**src/rtl/sfd_pkg.sv**
```systemverilog
package sfd_pkg;

   typedef enum logic {
      ST_IDLE  = 1'b0,
      ST_STALL = 1'b1
   } stall_st_e;

endpackage

```
**src/rtl/sfd_regs.sv**
```systemverilog
// Register decode: start address, length and enable bit, written over the CPU bus.
module sfd_regs #(
   parameter int          AW          = 16,
   parameter int          DW          = 8,
   parameter int          LEN_W       = 12,
   parameter int          EN_BIT      = 4,
   parameter logic [15:0] START_REG_A = 16'h4012,
   parameter logic [15:0] LEN_REG_A   = 16'h4013,
   parameter logic [15:0] CTRL_REG_A  = 16'h4015,
   parameter logic [15:0] START_BASE  = 16'hC000,
   parameter int          ADDR_STEP   = 64,
   parameter int          LEN_STEP    = 16
) (
   input  logic             clk,
   input  logic             rst_n,
   input  logic [AW-1:0]    cpu_addr,
   input  logic             cpu_rw,
   input  logic [DW-1:0]    cpu_wdata,
   output logic             en,
   output logic             load,
   output logic [AW-1:0]    start_addr,
   output logic [LEN_W-1:0] start_len
);

   logic [DW-1:0] start_q;
   logic [DW-1:0] len_q;
   logic          wr_start;
   logic          wr_len;
   logic          wr_ctrl;

   assign wr_start = !cpu_rw && (cpu_addr == AW'(START_REG_A));
   assign wr_len   = !cpu_rw && (cpu_addr == AW'(LEN_REG_A));
   assign wr_ctrl  = !cpu_rw && (cpu_addr == AW'(CTRL_REG_A));

   always_ff @(posedge clk) begin
      if (!rst_n) begin
         start_q <= '0;
         len_q   <= '0;
         en      <= 1'b0;
      end else begin
         if (wr_start) start_q <= cpu_wdata;
         if (wr_len)   len_q   <= cpu_wdata;
         if (wr_ctrl)  en      <= cpu_wdata[EN_BIT];
      end
   end

   assign load       = wr_ctrl && cpu_wdata[EN_BIT];
   assign start_addr = AW'(START_BASE) + AW'(start_q) * AW'(ADDR_STEP);
   assign start_len  = LEN_W'(len_q) * LEN_W'(LEN_STEP) + LEN_W'(1);

endmodule

```
**src/rtl/sfd_cursor.sv**
```systemverilog
// Sample cursor: current fetch address and remaining byte count.
module sfd_cursor #(
   parameter int AW    = 16,
   parameter int LEN_W = 12
) (
   input  logic             clk,
   input  logic             rst_n,
   input  logic             load,
   input  logic [AW-1:0]    start_addr,
   input  logic [LEN_W-1:0] start_len,
   input  logic             step,
   output logic [AW-1:0]    samp_addr,
   output logic [LEN_W-1:0] remain,
   output logic             has_more
);

   assign has_more = (remain != '0);

   always_ff @(posedge clk) begin
      if (!rst_n) begin
         samp_addr <= '0;
         remain    <= '0;
      end else if (load && !has_more) begin
         samp_addr <= start_addr;
         remain    <= start_len;
      end else if (step && has_more) begin
         samp_addr <= samp_addr + AW'(1);
         remain    <= remain - LEN_W'(1);
      end
   end

endmodule

```
**src/rtl/sfd_stall.sv**
```systemverilog
// Stall sequencer: holds ready low, counts read cycles, captures the byte.
module sfd_stall
   import sfd_pkg::*;
#(
   parameter int STALL_CYC = 4,
   parameter int DW        = 8,
   parameter bit OUT_REG   = 1'b1,
   localparam int CW       = $clog2(STALL_CYC),
   localparam int RPT_W    = $clog2(STALL_CYC + 1)
) (
   input  logic             clk,
   input  logic             rst_n,
   input  logic             req,
   input  logic             cpu_rw,
   input  logic [DW-1:0]    bus_rdata,
   output logic             rdy,
   output logic             cap,
   output logic             byte_valid,
   output logic [DW-1:0]    byte_data,
   output logic [RPT_W-1:0] rpt_cnt
);

   localparam logic [CW-1:0] LAST = CW'(STALL_CYC - 1);

   if (STALL_CYC < 2) begin : g_bad_stall
      $error("sfd_stall: STALL_CYC must be at least 2");
   end

   stall_st_e     st_q;
   logic [CW-1:0] cnt_q;
   logic          advance;

   assign rdy     = (st_q == ST_IDLE);
   assign cap     = (st_q == ST_STALL) && (cnt_q == LAST);
   assign advance = (cnt_q != '0) || cpu_rw;

   always_ff @(posedge clk) begin
      if (!rst_n) begin
         st_q    <= ST_IDLE;
         cnt_q   <= '0;
         rpt_cnt <= '0;
      end else begin
         case (st_q)
            ST_IDLE: begin
               if (req) begin
                  st_q    <= ST_STALL;
                  cnt_q   <= '0;
                  rpt_cnt <= '0;
               end
            end
            ST_STALL: begin
               if (cap) begin
                  st_q  <= ST_IDLE;
                  cnt_q <= '0;
               end else if (advance) begin
                  cnt_q <= cnt_q + CW'(1);
               end
               if (cpu_rw && !cap) rpt_cnt <= rpt_cnt + RPT_W'(1);
            end
            default: st_q <= ST_IDLE;
         endcase
      end
   end

   if (OUT_REG) begin : g_out_reg
      always_ff @(posedge clk) begin
         if (!rst_n) begin
            byte_valid <= 1'b0;
            byte_data  <= '0;
         end else begin
            byte_valid <= cap;
            if (cap) byte_data <= bus_rdata;
         end
      end
   end else begin : g_out_comb
      assign byte_valid = cap;
      assign byte_data  = bus_rdata;
   end

endmodule

```
**src/rtl/sample_fetch_dma.sv**
```systemverilog
// Top: sample-fetch DMA that stalls the CPU through its ready input.
module sample_fetch_dma #(
   parameter int          AW          = 16,
   parameter int          DW          = 8,
   parameter int          LEN_W       = 12,
   parameter int          STALL_CYC   = 4,
   parameter bit          OUT_REG     = 1'b1,
   parameter int          EN_BIT      = 4,
   parameter logic [15:0] START_REG_A = 16'h4012,
   parameter logic [15:0] LEN_REG_A   = 16'h4013,
   parameter logic [15:0] CTRL_REG_A  = 16'h4015,
   parameter logic [15:0] START_BASE  = 16'hC000,
   parameter int          ADDR_STEP   = 64,
   parameter int          LEN_STEP    = 16,
   localparam int         RPT_W       = $clog2(STALL_CYC + 1)
) (
   input  logic             clk,
   input  logic             rst_n,
   input  logic [AW-1:0]    cpu_addr,
   input  logic             cpu_rw,
   input  logic [DW-1:0]    cpu_wdata,
   output logic             cpu_rdy,
   output logic [AW-1:0]    bus_addr,
   output logic             bus_rw,
   input  logic [DW-1:0]    bus_rdata,
   input  logic             buf_empty,
   output logic             byte_valid,
   output logic [DW-1:0]    byte_data,
   output logic [RPT_W-1:0] rpt_cnt
);

   if (EN_BIT >= DW) begin : g_bad_en
      $error("sample_fetch_dma: EN_BIT outside the data width");
   end
   if (LEN_W < DW) begin : g_bad_len
      $error("sample_fetch_dma: LEN_W too narrow for the length register");
   end

   logic             en;
   logic             load;
   logic [AW-1:0]    start_addr;
   logic [LEN_W-1:0] start_len;
   logic [AW-1:0]    samp_addr;
   logic [LEN_W-1:0] remain;
   logic             has_more;
   logic             cap;
   logic             req;

   sfd_regs #(
      .AW(AW), .DW(DW), .LEN_W(LEN_W), .EN_BIT(EN_BIT),
      .START_REG_A(START_REG_A), .LEN_REG_A(LEN_REG_A), .CTRL_REG_A(CTRL_REG_A),
      .START_BASE(START_BASE), .ADDR_STEP(ADDR_STEP), .LEN_STEP(LEN_STEP)
   ) u_regs (
      .clk(clk), .rst_n(rst_n), .cpu_addr(cpu_addr), .cpu_rw(cpu_rw),
      .cpu_wdata(cpu_wdata), .en(en), .load(load),
      .start_addr(start_addr), .start_len(start_len)
   );

   sfd_cursor #(.AW(AW), .LEN_W(LEN_W)) u_cursor (
      .clk(clk), .rst_n(rst_n), .load(load), .start_addr(start_addr),
      .start_len(start_len), .step(cap), .samp_addr(samp_addr),
      .remain(remain), .has_more(has_more)
   );

   assign req = en && has_more && buf_empty && !byte_valid;

   sfd_stall #(.STALL_CYC(STALL_CYC), .DW(DW), .OUT_REG(OUT_REG)) u_stall (
      .clk(clk), .rst_n(rst_n), .req(req), .cpu_rw(cpu_rw),
      .bus_rdata(bus_rdata), .rdy(cpu_rdy), .cap(cap),
      .byte_valid(byte_valid), .byte_data(byte_data), .rpt_cnt(rpt_cnt)
   );

   assign bus_addr = cap ? samp_addr : cpu_addr;
   assign bus_rw   = cap ? 1'b1 : cpu_rw;

endmodule

```
**config.mk**
```make
export PLATFORM = sky130hd
export DESIGN_NAME = sample_fetch_dma
export DESIGN_NICKNAME = d
export VERILOG_FILES = /design/src/rtl/sfd_pkg.sv /design/src/rtl/sfd_regs.sv /design/src/rtl/sfd_cursor.sv /design/src/rtl/sfd_stall.sv /design/src/rtl/sample_fetch_dma.sv
export SDC_FILE = /design/constraint.sdc
export NUM_CORES = 1
export LEC_CHECK = 0
export BUFFER_PORTS_ARGS = -buffer_cell sky130_fd_sc_hd__buf_2
export CAP_MARGIN = 20
export CORE_UTILIZATION = 58
export CTS_CLUSTER_DIAMETER = 50
export DETAILED_ROUTE_END_ITERATION = 10
export PLACE_DENSITY = 0.85
export REMOVE_ABC_BUFFERS = 1
export SLEW_MARGIN = 15
export SYNTH_ARGS = -nofsm -noshare
export SYNTH_HDL_FRONTEND = slang
export SYNTH_SLANG_ARGS = --single-unit
```
**constraint.sdc**
```tcl
create_clock -name clk -period 3.4 [get_ports clk]
set_input_delay 0.85 -clock clk [delete_from_list [all_inputs] [get_ports clk]]
set_output_delay 0.85 -clock clk [all_outputs]
set_load 0.02 [all_outputs]
```
### After elaboration in Yosys (flattened, before gate mapping)

Cells that the tools add are included.

| storage, ports and cells | value |
|---|---|
| register bits | 60 |
| output and inout port bits | 30 |

| operators by class | value |
|---|---|
| reduce and logical (&&, ||, !) cells | 21 |
| bitwise operators | 1 |
| equality and inequality tests | 7 |
| add/sub/neg operators | 6 |
| multiplexer cells | 16 |

Operators with widths:

| cell | count |
|---|---|
| equality test 16 x 15 -> 1 bit (second input constant) | 3 |
| two-way mux 16 bit | 3 |
| two-way mux 12 bit | 2 |
| adder 15 x 15 -> 16 bit (first input constant) | 1 |
| adder 16 x 1 -> 16 bit (second input constant) | 1 |
| adder 12 x 1 -> 12 bit (second input constant) | 1 |
| nonzero test 12 bit | 1 |
| subtractor 12 x 1 -> 12 bit (second input constant) | 1 |
| logical AND 1 bit | 11 |
| two-way mux 2 bit | 3 |
| two-way mux 3 bit | 2 |
| case mux 3 bit (2 select lines) | 1 |
| zero test 1 bit | 4 |
| case mux 2 bit (2 select lines) | 1 |
| AND reduction 2 bit | 2 |
| nonzero test 2 bit | 2 |
| adder 3 x 1 -> 3 bit (second input constant) | 1 |
| two-way mux 1 bit | 3 |
| != test 3 bit (second input constant) | 1 |
| adder 2 x 1 -> 2 bit (second input constant) | 1 |
| equality test 2 bit (second input constant) | 1 |
| != test 2 x 1 -> 1 bit (second input constant) | 1 |
| != test 2 bit (second input constant) | 1 |
| case mux 1 bit (2 select lines) | 1 |
| 2 further kinds | 2 |

### Logic depth before layout (Yosys ltp)

Gate-level depths: netlist (run 1).

| depth | value |
|---|---|
| depth after elaboration | 6 |
| depth in mapped cells | 9 |

### Modules after synthesis

A second synthesis (run 1) with hierarchy kept.

| second synthesis, totals | value |
|---|---|
| cell total of the unflattened synthesis | 397 |
| area total of the unflattened synthesis | 3582.2 µm² |

Modules (own cells, without submodules):

| module | cells an instance | times used | sequential area each (µm²) | area an instance (µm²) |
|---|---|---|---|---|
| sfd_cursor | 200 | 1 | 560.5 | 1717.9 |
| sfd_regs | 100 | 1 | 340.3 | 914.6 |
| sfd_stall | 77 | 1 | 300.3 | 688.2 |
| sample_fetch_dma | 20 | 1 | 0.0 | 261.5 |

### Worst setup path before layout (run 1)

OpenSTA, ideal clock, no wires.

| timing | value |
|---|---|
| kind | register to output |
| start | reg u_stall.cnt_q[0] |
| end | out bus_addr[0] |
| cell stages (with the launch flop) | 8 |
| setup slack | 0.908 ns |
| path buffers | 3 |
| data required time | 2.550 ns |
| arrival | 1.642 ns |
| path through | dfxtp_1 -> ha_1 -> and2_1 -> clkbuf_1 -> clkbuf_1 -> clkbuf_1 -> nand2_1 -> nand2_1 |

| between the ends | value |
|---|---|
| cells in the longest elaborated chain, start to end | 3 |

RTL lines:

| element | line | text |
|---|---|---|
| start: declaration | sfd_stall.sv:30 | `logic [CW-1:0] cnt_q;` |
| start signal: assignment | sfd_stall.sv:56 | `cnt_q <= cnt_q + CW'(1);` |
| equality test 2 bit | sfd_stall.sv:34 | `assign cap = (st_q == ST_STALL) && (cnt_q == LAST);` |
| logical AND 1 bit | sfd_stall.sv:34 |  |
| two-way mux 16 bit | sample_fetch_dma.sv:73 | `assign bus_addr = cap ? samp_addr : cpu_addr;` |
| end: declaration | sample_fetch_dma.sv:23 | `output logic [AW-1:0] bus_addr,` |

No other way between the ends.

### Worst setup path in the final report (run 1)

| timing | value |
|---|---|
| start | reg u_stall.cnt_q[0] |
| end | out bus_addr[15] |

Same word-level chain as after synthesis.

==> reports/metrics.csv, run 1 <==
stage,metric,value,unit
logic_synthesis,commonest cells in the netlist,"nand2_1 (88), dfxtp_1 (60), nor2_1 (38), a21oi_1 (30), nand3_1 (19)",
logic_synthesis,Seq cells post-synth,60,
die,Starting Density,61.1,%
logic_synthesis,average size of a mapped cell,7.91,sq um
logic_synthesis,yosys warns,0,
die,overall die area,0.00536,sq mm
flow_run,max_cap viols,0,
sta,Worst-Margin Slew,0.870,ns
power_and_ir_drop,PwrDens,423,mW/mm^2
clock_tree,Post-CTS Resized,0,
global_route,first-pass GRT wire length,11.7,mm
setup_path,"Worst Path Class, Setup",reg2out,
clock_tree,CTS Buffer Depth,2,
sta,Final Max Tran Viols,0,
die,die width,73.2,um
logic_synthesis,Async SR Flop Fraction,0,%
route,routed length on met3,468,um
setup_path,internal reg-to-reg setup slack,0.74,ns
logic_synthesis,synth top area cells,"dfxtp_1 (41%), nand2_1 (11%), mux2i_1 (5.4%)",
route,DRC,0,
clock_tree,htree depth,3,
setup_path,Crit path largest cell delay,0.64,ns
setup_path,required time of the critical path,2.55,ns
setup_path,RR Startpoint,u_stall.cnt_q[0]$_SDFFE_PN0P_,
sta,RSZ-0062 raised after global routing,false,
setup_path,startpoint class of the critical path,flip-flop,
route,via count,2901,
logic_synthesis,ys flop type,dfxtp_1,
clock_tree,CTS tree,built,
route,initial DRC count,181,
logic_synthesis,synthesized area,0.00294,sq mm
logic_synthesis,post-synthesis sequential area ratio,40.8,%
setup_path,WP data arrival,1.96,ns
sta,Fmax,356,MHz
setup_path,worst-path cell chain,ha_1 -> nand2_1 -> nand2_1 -> nand2_1 -> buf_2,
clock_tree,clock sink count,60,
cells_and_area,antenna cells,0,
sta,"Hold Violations, Final",0,
die,I/O pins,66,
placed_design,GP Congestion,0.815,
route,final wirelength,7.37,mm
logic_synthesis,post-synth top area share,40.8,%
route,DR WL met2,3.53,mm
sta,Final period util,82.6,%
logic_synthesis,Cells after Synth,372,
sta,Slew headroom,41.9,%
cells_and_area,Final Non-Filler Cells,507,
global_route,pin count of the biggest net entering global routing,27,
route,1st-pass router iterations,5,
hold_path,HP Start,u_stall.byte_data[7]$_SDFFE_PN0P_,
global_route,initial antenna violation count,0,
clock_tree,cts hold-fix bufs,0,
placed_design,DP Wirelength,5.15,mm
route,antenna-violating nets left,0,
setup_path,Critical-path top delay cell,nand2_1,
clock_tree,Clock Root Buffer,clkbuf_8,
cells_and_area,storage element area,0.00120,sq mm
clock_tree,"CTS clk-pin slew, worst paths",0.06,ns
power_and_ir_drop,Max VDD drop,0.265,mV
clock_tree,CTS buffer count,9,
route,DRT met1 WL,3.15,mm
power_and_ir_drop,Leak,1.53,nW
die,die span in y,73.2,um
sta,Final setup viols,0,
logic_synthesis,post-synth cell types,42,
hold_path,Hold Path Class,reg2reg,
setup_path,critical path peak fanout,26,
power_and_ir_drop,Tot Pwr,1.49,mW
global_route,Total Routing Usage GR,29.3,%
setup_path,Worst Setup EP,bus_addr[15],
die,row count,25,
die,CORE AREA,0.00482,sq mm
global_route,total gr overflow,0,
global_route,vias in the first global route,2571,
outcome,outcome,"complete, no violations",
setup_path,Worst Reg-to-Reg Cells,7,
sta,Max Clock Skew,0.00885,ns
placed_design,# placed instances,491,
cells_and_area,Layout Nets,477,
route,wire per inst,14.5,um
cells_and_area,synth-to-layout area growth,20.0,%
setup_path,CP most frequent cell,nand2_1,
sta,Tmin final,2.81,ns
logic_synthesis,most common cell in the netlist,nand2_1,
setup_path,Critical Path End Type,output pin,
route,routed vias/inst,5.72,
cells_and_area,layout cells sized above 1,21.1,%
logic_synthesis,top cell type by total area after synthesis,dfxtp_1,
cells_and_area,final-layout fill cell count,382,
cells_and_area,multi-input logic area,0.00162,sq mm
logic_synthesis,number of flops mapped to enable cells by yosys,0,
setup_path,Worst R2R End,u_cursor.samp_addr[12]$_SDFFE_PN0P_,
clock_tree,Worst-Skew Late Latency,0.35,ns
sta,setup TNS,0,ns
placed_design,I/O Buffers,65,
clock_tree,Post-CTS Setup Bufs,0,
sta,Hold Worst Slack,0.453,ns
route,top layer in use,met4,
setup_path,crit path launch,u_stall.cnt_q[0]$_SDFFE_PN0P_,
[per-layer routing]
metal / global-route usage (%) / vias up
met5: 0 / -
met4: 18.7 / 0
met3: 5.52 / 27
met2: 47.0 / 116
met1: 35.9 / 1345
li1: - / 1413
[layout make-up]
class                   count  area share [%]
clock buffers              11            4.00
clock inverters             5            2.13
inverters                  10            1.06
multi-input cells         282            45.7
flip-flops and latches     60            34.0
well taps                  67            2.37
repair buffers             72            10.7
[registers in the layout (all words and copies together) (netlist names)]
signal and cells:
u_regs.start_q 8, u_stall.byte_valid 1, u_cursor.remain 12, u_stall.cnt_q 2, u_regs.en 1, u_cursor.samp_addr 16, u_regs.len_q 8, u_stall.rpt_cnt 3
u_stall.st_q 1, u_stall.byte_data 8
[cell families (layout without fill, tap and decap cells)]
kind of cell               after synthesis  in the layout  share of synthesized area (%)
AOI/OAI and AO/OA                       53             53                           11.5
xor gates and xnor gates                15             15                           4.46
adders and majority gates                6              6                           2.55
buffers and inverters                   30             98                           4.33
DFF                                     60             60                           40.8
muxes                                   16             16                           5.44
and+or+nand+nor                        192            192                           30.9
[critical path, delay by kind of cell, from the launching register on]
family | cells | cell delay [ns]
fa+ha+maj | 1 | 0.26
flops | 1 | 0.33
simple gates | 3 | 0.86
buf+inv | 1 | 0.16
[worst min-delay path by stage]
stage	to	slack, ns	cells after the start
floorplan	u_cursor.remain[10]$_SDFFE_PN0P_	0.43	2
global placement	u_stall.byte_data[5]$_SDFFE_PN0P_	0.44	2
detailed placement	u_stall.byte_data[7]$_SDFFE_PN0P_	0.44	2
CTS	u_stall.byte_data[7]$_SDFFE_PN0P_	0.45	2
global route	u_cursor.remain[10]$_SDFFE_PN0P_	0.48	2
finish	u_stall.byte_data[7]$_SDFFE_PN0P_	0.45	2
[power by group]
part / switching (mW) / internal, mW
combinational: 0.0485 / 0.0299
sequential: 0.00000186 / 0.703
clock: 0.284 / 0.429
[per-stage QoR]
step | cell area (sq um) | worst slack [ns] | util [%]
2_1_floorplan | 2850 | 1.08 | -
4_1_cts | 3530 | 0.612 | 73.3
3_5_place_dp | 3320 | 0.392 | 68.8
3_3_place_gp | 3320 | 0.460 | 68.8
6_report | 3530 | 0.591 | 73.3
5_1_grt | 3530 | 0.487 | 73.3
[cell usage in the layout (no fill, tap or decap), types with 8 or more instances in the layout]
cell type,synthesis,routed
nor3_1,12,12
buf_2,3,65
nor2_1,38,38
a21oi_1,30,30
inv_1,10,10
nand2_1,88,88
clkbuf_8,0,10
dfxtp_1,60,60
nand3_1,19,19
xor2_1,8,8
mux2i_1,16,16
Power figures use the tool's default switching activity.
==> inputs of run 2 (changes only) <==
ABC_AREA = 1   (was unset)
CORE_UTILIZATION = 55   (was 58)
PLACE_DENSITY = 0.8   (was 0.85)
clock period = 2.8 ns   (was 3.4 ns; I/O delays follow)
==> reports/metrics.csv, run 2 <==
stage,metric,value,unit,change
die,CORE AREA,0.00564,sq mm,+17%
logic_synthesis,synthesized area,0.00330,sq mm,+12%
setup_path,startpoint class of the critical path,flip-flop,,
setup_path,Crit path largest cell delay,0.32,ns,-0.32 ns
route,antenna-violating nets left,0,,unchanged
global_route,pin count of the biggest net entering global routing,41,,+52%
flow_run,max_cap viols,0,,unchanged
hold_path,Hold Path Class,reg2reg,,
sta,"Hold Violations, Final",0,,unchanged
setup_path,required time of the critical path,2.10,ns,-0.45 ns
logic_synthesis,yosys warns,0,,unchanged
clock_tree,Post-CTS Resized,0,,unchanged
sta,RSZ-0062 raised after global routing,false,,
cells_and_area,Layout Nets,618,,+30%
logic_synthesis,average size of a mapped cell,6.42,sq um,-19%
logic_synthesis,Async SR Flop Fraction,0,%,unchanged
global_route,initial antenna violation count,0,,unchanged
placed_design,placed cell areas,0.00364,sq mm,+9.8%
outcome,outcome,"complete, no violations",,
cells_and_area,Final Non-Filler Cells,651,,+28%
setup_path,Worst Reg-to-Reg Cells,9,,+2
power_and_ir_drop,Leak,1.87,nW,+22%
cells_and_area,Finished Core Util,67.9,%,-5.4 points
hold_path,Min-Delay Path Depth,2,,unchanged
die,I/O pins,66,,unchanged
setup_path,Critical-path top delay cell,dfxtp_1,,
logic_synthesis,ys flop type,dfxtp_1,,
cells_and_area,max FFs per register,16,,unchanged
clock_tree,Post-CTS Setup Bufs,0,,unchanged
setup_path,critical path peak fanout,35,,+35%
sta,Final period util,83.6,%,
die,die width,79.5,um,+8.5%
sta,Hold Worst Slack,0.472,ns,+0.0189 ns
global_route,Top Usage Layer GRT,met2,,
die,Starting Density,58.5,%,-2.6 points
global_route,vias in the first global route,3065,,+19%
cells_and_area,antenna cells,0,,unchanged
clock_tree,clock sink count,60,,unchanged
sta,Final setup viols,0,,unchanged
die,overall die area,0.00631,sq mm,+18%
sta,Final Max Tran Viols,0,,unchanged
global_route,total gr overflow,0,,unchanged
cells_and_area,layout cells sized above 1,16.4,%,-4.7 points
clock_tree,Clock Root Buffer,clkbuf_8,,
clock_tree,CTS buffer count,9,,unchanged
die,die span in y,79.5,um,+8.5%
power_and_ir_drop,Max VDD drop,0.352,mV,+33%
placed_design,# placed instances,637,,+30%
hold_path,HP Start,u_cursor.remain[0]$_SDFFE_PN0P_,,
route,1st-pass router iterations,6,,+1
cells_and_area,final-layout fill cell count,518,,+36%
clock_tree,cts hold-fix bufs,0,,unchanged
setup_path,CP most frequent cell,nand2_1,,
cells_and_area,synth-to-layout area growth,16.2,%,
logic_synthesis,post-synth top area share,36.4,%,-4.4 points
clock_tree,CTS Buffer Depth,2,,unchanged
clock_tree,"CTS clk-pin slew, worst paths",0.06,ns,about the same
clock_tree,htree depth,3,,unchanged
cells_and_area,"commonest non-fill, non-tap cell in the layout",nand2_1,,
setup_path,internal reg-to-reg setup slack,0.81,ns,+0.07 ns
setup_path,WP data arrival,1.64,ns,-0.32 ns
global_route,first-pass GRT wire length,13.4,mm,+15%
setup_path,Critical Path End Type,output pin,,
placed_design,DP Wirelength,5.69,mm,+10%
placed_design,GP Congestion,0.942,,+16%
sta,Worst-Margin Slew,0.623,ns,-0.247 ns
cells_and_area,post-route cell area,0.00383,sq mm,+8.5%
sta,setup TNS,0,ns,unchanged
setup_path,worst-path cell chain,ha_1 -> nand2_1 -> buf_4 -> nand2_1 -> o21ai_0 -> buf_2,,
logic_synthesis,most common cell in the netlist,nand2_1,,
cells_and_area,largest registers,"u_cursor.samp_addr (16), u_cursor.remain (12)",,
setup_path,"Worst Path Class, Setup",reg2out,,
power_and_ir_drop,PwrDens,451,mW/mm^2,+6.6%
setup_path,Worst R2R End,u_cursor.samp_addr[6]$_SDFFE_PN0P_,,
cells_and_area,most frequent cells in the layout,"nand2_1 (112), nor2_1 (103), buf_2 (65)",,
cells_and_area,most flop-heavy register,u_cursor.samp_addr,,
global_route,met1 usage,34.0,%,-2.0 points
route,final wirelength,7.72,mm,+4.8%
route,wire per inst,11.9,um,-18%
route,via count,3334,,+15%
sta,Slew headroom,58.2,%,+16 points
route,DRC,0,,unchanged
clock_tree,Worst-Skew Late Latency,0.33,ns,-0.02 ns
sta,Max Clock Skew,0.00518,ns,-0.00366 ns
sta,Fmax,427,MHz,
logic_synthesis,top cell type by total area after synthesis,dfxtp_1,,
setup_path,RR Startpoint,u_stall.cnt_q[1]$_SDFFE_PN0P_,,
global_route,met3 Use GR,4.80,%,-0.72 points
hold_path,Hold EP,u_cursor.remain[0]$_SDFFE_PN0P_,,
global_route,routing usage on met2,47.3,%,+0.25 points
logic_synthesis,post-synthesis sequential area ratio,36.4,%,-4.4 points
logic_synthesis,post-synth cell types,29,,-31%
logic_synthesis,Seq cells post-synth,60,,unchanged
logic_synthesis,number of flops mapped to enable cells by yosys,0,,unchanged
route,initial DRC count,184,,+1.7%
global_route,Total Routing Usage GR,27.4,%,-1.9 points
clock_tree,CTS tree,built,,
die,row count,27,,+8.0%
logic_synthesis,synth top area cells,"dfxtp_1 (36%), nand2_1 (13%), nor2_1 (12%)",,
sta,Tmin final,2.34,ns,
placed_design,I/O Buffers,65,,unchanged
logic_synthesis,commonest cells in the netlist,"nand2_1 (112), nor2_1 (103), dfxtp_1 (60), inv_1 (56), o21ai_0 (49)",,
route,routed vias/inst,5.12,,-10%
logic_synthesis,Cells after Synth,514,,+38%
==> run 2: worst max path at each step <==
stage | start | to | slack (ns) | depth (start not counted)
floorplan | u_stall.cnt_q[0]$_SDFFE_PN0P_ | bus_addr[0] | 0.26 | 4
global placement | cpu_addr[5] | u_cursor.samp_addr[8]$_SDFFE_PN0P_ | 0.53 | 11
detailed placement | cpu_addr[5] | u_cursor.samp_addr[12]$_SDFFE_PN0P_ | 0.48 | 12
CTS | u_stall.cnt_q[0]$_SDFFE_PN0P_ | bus_addr[14] | 0.44 | 6
global route | u_stall.cnt_q[0]$_SDFFE_PN0P_ | bus_addr[3] | 0.32 | 6
finish | u_stall.cnt_q[0]$_SDFFE_PN0P_ | bus_addr[14] | 0.46 | 6
==> run 2: cell families (layout without fill, tap and decap cells) <==
kind of cell	count (synthesis)	count (layout)	synth area share (%)
DFF	60	60	36.4
buffers and inverters	77	142	9.71
xor gates and xnor gates	11	11	2.92
AOI/OAI and AO/OA	79	79	12.4
and+or+nand+nor	281	281	36.3
adders and majority gates	6	6	2.28
==> run 2: power by group <==
group          switching, mW  internal, mW
Sequential        0.00000323         0.854
Combinational         0.0669        0.0413
Clock                  0.317         0.448
Total                  0.384          1.34
==> run 2: final cells by class <==
cell class	count	area [sq um]	area share, %
sequential	60	1200	31.3
inverter	60	225	5.88
tap	72	90.1	2.35
timing repair buffer	68	348	9.08
multi-input combinational	377	1780	46.4
clock inverter	2	35.0	0.914
clock buffer	12	155	4.05
==> run 2: critical path, delay by kind of cell, from the launching register on <==
family | cells | cell delay, ns
buf+inv | 2 | 0.49
fa+ha+maj | 1 | 0.22
simple gates | 2 | 0.18
compound gates | 1 | 0.08
flops | 1 | 0.32
==> run 2: layer usage <==
layer / vias to the layer above / part of all wire [%] / wire (um)
met5: - / 0 / 0
met4: 0 / 1.2 / 96
met3: 7 / 5.1 / 394
met2: 87 / 47 / 3610
met1: 1483 / 47 / 3620
li1: 1757 / - / -
==> run 2: through the flow <==
step | total power [mW] | worst slack, ns
3_3_place_gp | 0.980 | 0.533
2_1_floorplan | 0.924 | 0.259
5_1_grt | 1.79 | 0.325
6_report | 1.73 | 0.460
3_5_place_dp | 0.981 | 0.483
4_1_cts | 1.74 | 0.441
